==> src/rtl/fibdec_pkg.sv <==
package fibdec_pkg;

  typedef enum logic [1:0] {
    FW_NORMAL  = 2'd0,
    FW_REDUND  = 2'd1,
    FW_CREDUND = 2'd2,
    FW_SPARE   = 2'd3
  } fib_wmode_e;

  // g(0)=1, g(1)=2, g(k)=g(k-1)+g(k-2)
  function automatic int fib_term(input int k);
    int a;
    int b;
    int t;
    a = 1;
    b = 2;
    if (k <= 0) return 1;
    for (int i = 1; i < k; i++) begin
      t = a + b;
      a = b;
      b = t;
    end
    return b;
  endfunction

  // largest possible sum: every normal-form weight set
  function automatic int normal_total(input int m);
    int s;
    s = 0;
    for (int k = 0; k < m; k++) s += fib_term(k);
    return s;
  endfunction

  function automatic int sum_width(input int m);
    return $clog2(normal_total(m) + 1);
  endfunction

  function automatic logic is_redundant(input fib_wmode_e md);
    return (md == FW_REDUND) || (md == FW_CREDUND);
  endfunction

endpackage

==> src/rtl/fibdec_history.sv <==
module fibdec_history #(
  parameter int CODE_W = 4
) (
  input  logic              clk,
  input  logic              rst,
  input  logic              bus_vld,
  input  logic [CODE_W-1:0] bus,
  output logic [CODE_W-1:0] code,
  output logic [CODE_W-1:0] prev_bus
);

  always_ff @(posedge clk) begin
    if (rst) prev_bus <= '0;
    else if (bus_vld) prev_bus <= bus;
  end

  // undo transition signalling
  assign code = bus ^ prev_bus;

  a_r2_hist_hold: assert property (@(posedge clk) disable iff (rst)
    !bus_vld |=> $stable(prev_bus));

  a_r2_hist_load: assert property (@(posedge clk) disable iff (rst)
    bus_vld |=> prev_bus == $past(bus));

endmodule

==> src/rtl/fibdec_weights.sv <==
module fibdec_weights
  import fibdec_pkg::*;
#(
  parameter int CODE_W = 4,
  parameter int SUM_W  = 4
) (
  input  logic [1:0]                   mode,
  output logic [CODE_W-1:0][SUM_W-1:0] weights,
  output logic                         redund
);

  assign redund = is_redundant(fib_wmode_e'(mode));

  for (genvar k = 0; k < CODE_W; k++) begin : g_w
    localparam int NW = fib_term(k);
    localparam int RW = (k == 0) ? 1 : fib_term(k - 1);
    assign weights[k] = redund ? SUM_W'(RW) : SUM_W'(NW);
  end

endmodule

==> src/rtl/fibdec_sum.sv <==
module fibdec_sum #(
  parameter int CODE_W = 4,
  parameter int SUM_W  = 4,
  parameter int DATA_W = 3
) (
  input  logic [CODE_W-1:0]            code,
  input  logic [CODE_W-1:0][SUM_W-1:0] weights,
  output logic [SUM_W-1:0]             sum,
  output logic                         over_range
);

  localparam int DMAX = (1 << DATA_W) - 1;

  always_comb begin
    sum = '0;
    for (int k = 0; k < CODE_W; k++) begin
      if (code[k]) sum = sum + weights[k];
    end
  end

  assign over_range = int'(sum) > DMAX;

endmodule

==> src/rtl/fib_bus_decoder.sv <==
module fib_bus_decoder
  import fibdec_pkg::*;
#(
  parameter int CODE_W = 4,
  parameter int DATA_W = 3
) (
  input  logic              clk,
  input  logic              rst,
  input  logic [1:0]        mode,
  input  logic              bus_vld,
  input  logic [CODE_W-1:0] bus,
  output logic              data_vld,
  output logic [DATA_W-1:0] data,
  output logic              range_err
);

  localparam int SUM_W = sum_width(CODE_W);

  logic [CODE_W-1:0]            code_w;
  logic [CODE_W-1:0]            prev_w;
  logic [CODE_W-1:0][SUM_W-1:0] weight_w;
  logic                         redund_w;
  logic [SUM_W-1:0]             sum_w;
  logic                         over_w;

  fibdec_history #(.CODE_W(CODE_W)) u_hist (
    .clk      (clk),
    .rst      (rst),
    .bus_vld  (bus_vld),
    .bus      (bus),
    .code     (code_w),
    .prev_bus (prev_w)
  );

  fibdec_weights #(.CODE_W(CODE_W), .SUM_W(SUM_W)) u_wts (
    .mode    (mode),
    .weights (weight_w),
    .redund  (redund_w)
  );

  fibdec_sum #(.CODE_W(CODE_W), .SUM_W(SUM_W), .DATA_W(DATA_W)) u_sum (
    .code       (code_w),
    .weights    (weight_w),
    .sum        (sum_w),
    .over_range (over_w)
  );

  always_ff @(posedge clk) begin
    if (rst) begin
      data_vld  <= 1'b0;
      data      <= '0;
      range_err <= 1'b0;
    end else begin
      data_vld <= bus_vld;
      if (bus_vld) begin
        data      <= sum_w[DATA_W-1:0];
        range_err <= over_w;
      end
    end
  end

  a_r6_vld_rise: assert property (@(posedge clk) disable iff (rst)
    bus_vld |=> data_vld);

  a_r6_vld_fall: assert property (@(posedge clk) disable iff (rst)
    !bus_vld |=> !data_vld);

  a_r7_data_hold: assert property (@(posedge clk) disable iff (rst)
    !bus_vld |=> ($stable(data) && $stable(range_err)));

  a_r8_data_low: assert property (@(posedge clk) disable iff (rst)
    bus_vld |=> data == $past(sum_w[DATA_W-1:0]));

  a_r8_err_flag: assert property (@(posedge clk) disable iff (rst)
    bus_vld |=> range_err == $past(over_w));

  a_r4_low_pair: assert property (@(posedge clk) disable iff (rst)
    redund_w |-> weight_w[0] == weight_w[CODE_W > 1 ? 1 : 0]);

endmodule

==> config.mk <==
export PLATFORM = sky130hd
export DESIGN_NAME = fib_bus_decoder
export DESIGN_NICKNAME = d
export VERILOG_FILES = /design/src/rtl/fibdec_pkg.sv /design/src/rtl/fibdec_history.sv /design/src/rtl/fibdec_weights.sv /design/src/rtl/fibdec_sum.sv /design/src/rtl/fib_bus_decoder.sv
export SDC_FILE = /design/constraint.sdc
export NUM_CORES = 1
export LEC_CHECK = 0
export CORE_AREA = 2 2 41 43
export DETAILED_ROUTE_END_ITERATION = 6
export DIE_AREA = 0 0 43 45
export PLACE_DENSITY = 0.64
export SYNTH_ARGS = -nofsm -noshare
export SYNTH_HDL_FRONTEND = slang
export SYNTH_SLANG_ARGS = --single-unit
==> constraint.sdc <==
create_clock -name clk -period 6.8 [get_ports clk]
set_input_delay 2.04 -clock clk [delete_from_list [all_inputs] [get_ports clk]]
set_output_delay 2.04 -clock clk [all_outputs]
set_load 0.01 [all_outputs]
==> metrics.txt, run 1 <==
initial antenna violation count=0; fmax=203 MHz; Setup crit end kind=flip-flop; worst path cell trace=clkdlybuf4s50_1 > xnor2_1 > inv_1 > ha_1 > or2b_1 > ha_1 > mux2i_1 > inv_1 > fa_1 > xnor2_1 > mux2i_1 > a211oi_1; clock skew=4.42 ps; H-tree Lvls=1; PostCTS Resize Cnt=0; TritonCTS clock tree=built; setup bufs post-CTS=0; pwr dens=211 nW/um^2; worst slew pin tran=576 ps; WL met2=487 um; Skew-Pair Late Insertion Delay=250 ps; gpl congestion=0.822; grt ovf=0; biggest area consumer among synthesized cells=dfxtp_1; Synth cell types=22; number of flops mapped to enable cells by yosys=0; post-synthesis mux area share=11.5%; DIE HEIGHT=45 um; Synth Area in Adders=15.6%; WL met3=73 um; total power=164 uW; crit-path leading delay family=adder cells; Clock Path Buffers=2; Top Metal Used=met3; RSZ-0062 raised after global routing=false; Max-cap violations=0; largest net degree at the start of global routing=13; syn_nets=81; Lkg Pwr=0.342 nW; Antenna Nets Post-Route=0; kind of critical path=in -> reg; Core ar.=1470 um^2; root buf cell=clkbuf_4; area fraction in compound gates after synthesis=10.1%; R2R cell count=11; layout cells sized above 1=5.00%; vias per cell=5.09; Fin. Hold Viols=0; HP Class=reg -> reg; vias in the first global route=440; post-route setup slack=1870 ps; Hold-fix buffers, CTS=0; Total Routed Length=936 um; fraction of registers with async set/reset=0%; CP max stage delay=490 ps; setup_tns=0 ps; Post-Syn Instances=65; Final min period=4930 ps; dominant synthesized flop cell=dfxtp_1; Buffers on Ports=13; Die Width=43 um; status=complete, no violations; DP HPWL=771 um; P&R area growth vs syn=27.7%; Max Slew Vio Count=0; CP max stage cell=xnor2_1; xor and xnor fraction of the mapped netlist area=14.2%; routed vias=489; Ys Warns=0; CP required=6970 ps; CP max FO=6; DRT iter0 DRCs=5; io pins=14; startpoint types=input port; Critical path origin=mode[0]; sequential element share of the synthesized area=29.6%; NumNets Final=97; clock slew at reported path FFs=60 ps; clock sink total=9; Die Area=1940 um^2; buffer and inverter count on the worst path=3; row count=14; mean post-synth cell area=9.37 um^2; Core Util, Final=52.9%; crit path capture=data[2]; hold-critical path depth=2; worst r2r dst=data[2]; Initial Util=41.4%; relative slew slack=61.3%; drt wl/cell=9.75 um; WP depth=12; simple-gate portion of the synthesized area=14.8%; Max IR drop VDD=0.000145 V; DRC viols=0; Mapped Area=609 um^2; worst reg2reg startpoint=u_hist.prev_bus[0]; Inserted Diodes=0; top cell type's share of synthesized area=29.6%; met1 wire length=374 um; first-pass GRT wire length=1.70 mm; TritonCTS Buffers=3; dpl ws=1580 ps; GRT Overall Usage=11.6%; top cells by area, synth=dfxtp_1 30%, ha_1 12%, mux2i_1 11%; Tcrit/Tclk final=72.5%; drt pass-1 iters=4; reg2reg setup slack=4110 ps; Worst EP arrival=5100 ps; Final Setup Violations=0; largest family of logic cells by synthesized area=adder cells; Synth Register Bits=9
## per-stage QoR
step / hold WS (ps) / area (um^2) / cells
after floorplan: 481 / 609 / 65
after global placement: 458 / 752 / 92
after detailed placement: 459 / 752 / 92
after CTS: 468 / 778 / 96
after global routing: 517 / 778 / 96
final: 463 / 778 / 96
## cell usage after synthesis, types with 2 or more instances
cell type and number:
dfxtp_1 9, mux2i_1 7, nor2_1 7, ha_1 6, inv_1 5, nand3_1 4
xnor2_1 4, xor2_1 4, a211oi_1 3, clkbuf_1 2, nand2_1 2, nand2b_1 2
## cell usage in the layout, fill, tap and decap left out
cell type	count
clkbuf_4	3
xnor2_2	1
xor2_1	4
inv_1	5
a21oi_1	1
or2b_1	1
a21o_1	1
nor2b_1	1
ha_1	6
o211ai_1	1
o32a_1	1
fa_1	1
xnor2_1	4
or4b_1	1
clkbuf_1	1
a211oi_1	3
nor2_1	7
o2111ai_1	1
clkdlybuf4s50_1	13
nand2_1	2
dfxtp_1	9
nand2b_1	2
mux2i_1	7
nand3_1	4
## area by class of cell
class / instances / area (um^2)
fillers: 151 / 693
multi-input cells: 49 / 403
flip-flops and latches: 9 / 180
repair buffers: 13 / 130
clock buffers: 4 / 26.3
well taps: 16 / 20.0
inverters: 5 / 18.8
## worst reg2reg max path, stage by stage, from the launching register on
cell and delay (ps):
dfxtp_1 340, xor2_1 270, inv_1 80, ha_1 200
or2b_1 240, ha_1 290, mux2i_1 220, inv_1 90
fa_1 410, xnor2_1 150, mux2i_1 90, a211oi_1 230
## metal layers
metal / vias up / track usage, %
met3: 0 / 6.40
li1: 254 / -
met5: - / 0
met1: 219 / 12.3
met4: 0 / 0
met2: 16 / 21.5
## registers in the layout, summed over array words and instances, names as in the netlist
register and cells:
u_hist.prev_bus 4, data_vld 1, data 3, range_err 1
## power by group
group	total, mW	switching [mW]	internal, mW
logic	0.0642	0.0313	0.0328
registers	0.0603	0.00239	0.0579
clock network	0.0398	0.0172	0.0225
## how the worst min path moves through the flow
stage / start / to / slack [ps]
floorplan: u_hist.prev_bus[0] / u_hist.prev_bus[0] / 480
global placement: data[1] / data[1] / 460
detailed placement: data[1] / data[1] / 460
CTS: data[1] / data[1] / 470
global route: data[1] / data[1] / 520
finish: data[1] / data[1] / 460
## cell families after synthesis
family | after synthesis
AOI/OAI and AO/OA | 8
xor gates and xnor gates | 9
adders and majority gates | 7
buffers and inverters | 7
DFF | 9
muxes | 7
and+or+nand+nor | 18
No activity file was read; power rests on OpenSTA's default activity.
==> run 2, diff against run 1 <==
- clock period: 6.8 -> 5 ns (I/O delays scaled with it)
==> metrics.txt, run 2 (same netlist as run 1, synthesis figures left out) <==
status=complete, no violations (unchanged); Final min period=4380 ps; NumNets Final=97 (unchanged); setup_tns=0 ps (unchanged); Max IR drop VDD=0.000126 V (was 0.000145 V); grt ovf=0 (unchanged); Lkg Pwr=0.342 nW (unchanged); Core ar.=1470 um^2 (unchanged); clock skew=2.58 ps (was 4.42 ps); Clock Path Buffers=2 (unchanged); initial antenna violation count=0 (unchanged); Antenna Nets Post-Route=0 (unchanged); Hold-fix buffers, CTS=0 (unchanged); drt pass-1 iters=4 (unchanged); worst slew pin tran=539 ps (was 576 ps); commonest non-fill, non-tap cell in the layout=clkdlybuf4s50_1 (unchanged); TritonCTS Buffers=3 (unchanged); Inserted Diodes=0 (unchanged); startpoint types=input port (unchanged); Tcrit/Tclk final=87.6%; H-tree Lvls=1 (unchanged); relative slew slack=64.0% (was 61.3%); PostCTS Resize Cnt=0 (unchanged); Total Routed Length=1.03 mm (was 936 um); Die Width=43 um (unchanged); CP max FO=6 (unchanged); pwr dens=291 nW/um^2 (was 211 nW/um^2); gr busiest metal=met2 (unchanged); P&R area growth vs syn=27.7% (unchanged); kind of critical path=in -> reg (unchanged); HP Class=reg -> reg (unchanged); DRT iter0 DRCs=4 (was 5); GRT Overall Usage=12.9% (was 11.6%); first-pass GRT wire length=1.83 mm (was 1.70 mm); Max Slew Vio Count=0 (unchanged); io pins=14 (unchanged); largest register by flop count=u_hist.prev_bus (unchanged); Die Area=1940 um^2 (unchanged); global-route met3 utilization=6.00% (was 6.40%); routed vias=490 (was 489); DIE HEIGHT=45 um (unchanged); layout cells sized above 1=5.00% (unchanged); fmax=228 MHz; Core Util, Final=52.9% (unchanged); largest net degree at the start of global routing=13 (unchanged); GR Util met2=23.0% (was 21.5%); vias per cell=5.10 (was 5.09); clock sink total=9 (unchanged); drt wl/cell=10.7 um (was 9.75 um); Skew-Pair Late Insertion Delay=260 ps (was 250 ps); gpl congestion=0.842 (was 0.822); setup bufs post-CTS=0 (unchanged); reg2reg setup slack=2270 ps (was 4110 ps); TritonCTS clock tree=built (unchanged); CP required=5170 ps (was 6970 ps); DRC viols=0 (unchanged); post-route setup slack=619 ps (was 1870 ps); root buf cell=clkbuf_4 (unchanged); max FFs per register=4 (unchanged); clock slew at reported path FFs=60 ps (about the same); RSZ-0062 raised after global routing=false (unchanged); Worst EP arrival=4550 ps (was 5100 ps); vias in the first global route=454 (was 440); Buffers on Ports=13 (unchanged); commonest non-fill, non-tap cells in the layout=13 x clkdlybuf4s50_1, 9 x dfxtp_1, 7 x nor2_1, 7 x mux2i_1, 6 x ha_1 (unchanged); dpl ws=289 ps (was 1580 ps); Initial Util=41.4% (unchanged); Top Registers=u_hist.prev_bus x4, data x3 (unchanged); Final Setup Violations=0 (unchanged); GRT met1 Usage=13.7% (was 12.3%); Setup crit end kind=flip-flop (unchanged); Fin. Hold Viols=0 (unchanged); Max-cap violations=0 (unchanged); row count=14 (unchanged)
run 2: layout make-up:
type                    count  area, um^2
inverters                   5        18.8
flip-flops and latches      9         180
clock buffers               4        26.3
multi-input cells          49         403
well taps                  16        20.0
fillers                   160         693
repair buffers             13         130
run 2: metal layers:
layer	routed length, um	vias up	share of wire [%]
li1	-	255	-
met1	429	218	42
met2	531	17	52
met3	65	0	6.3
met4	0	0	0
met5	0	-	0
run 2: final timing paths:
| check | start | endpoint | cells past startpoint |
|---|---|---|---|
| setup / recovery | mode[0] | data[2] | 12 |
| hold / removal | data[1] | data[1] | 2 |
| setup reg to reg | u_hist.prev_bus[0] | data[2] | 11 |
| hold reg to reg | data[1] | data[1] | 2 |
run 2: metrics by stage:
step	hold slack [ps]	power, mW	instance area [um^2]	std cells
floorplan	481	0.145	609	65
global route	508	0.250	778	96
global placement	459	0.175	752	92
CTS	470	0.233	778	96
detailed placement	460	0.175	752	92
finish	468	0.226	778	96
run 2: power by group:
group	total (mW)	internal [mW]	leakage (nW)	switching [mW]
sequential	0.0822	0.0787	0.0744	0.00346
clock	0.0555	0.0307	0.0150	0.0248
combinational	0.0888	0.0454	0.253	0.0435
run 2: critical path, stage by stage:
cell	delay [ps]
clkdlybuf4s50_1	410
xnor2_1	460
inv_1	170
ha_1	250
or2b_1	240
ha_1	290
mux2i_1	240
inv_1	100
fa_1	420
xnor2_1	140
mux2i_1	90
a211oi_1	250
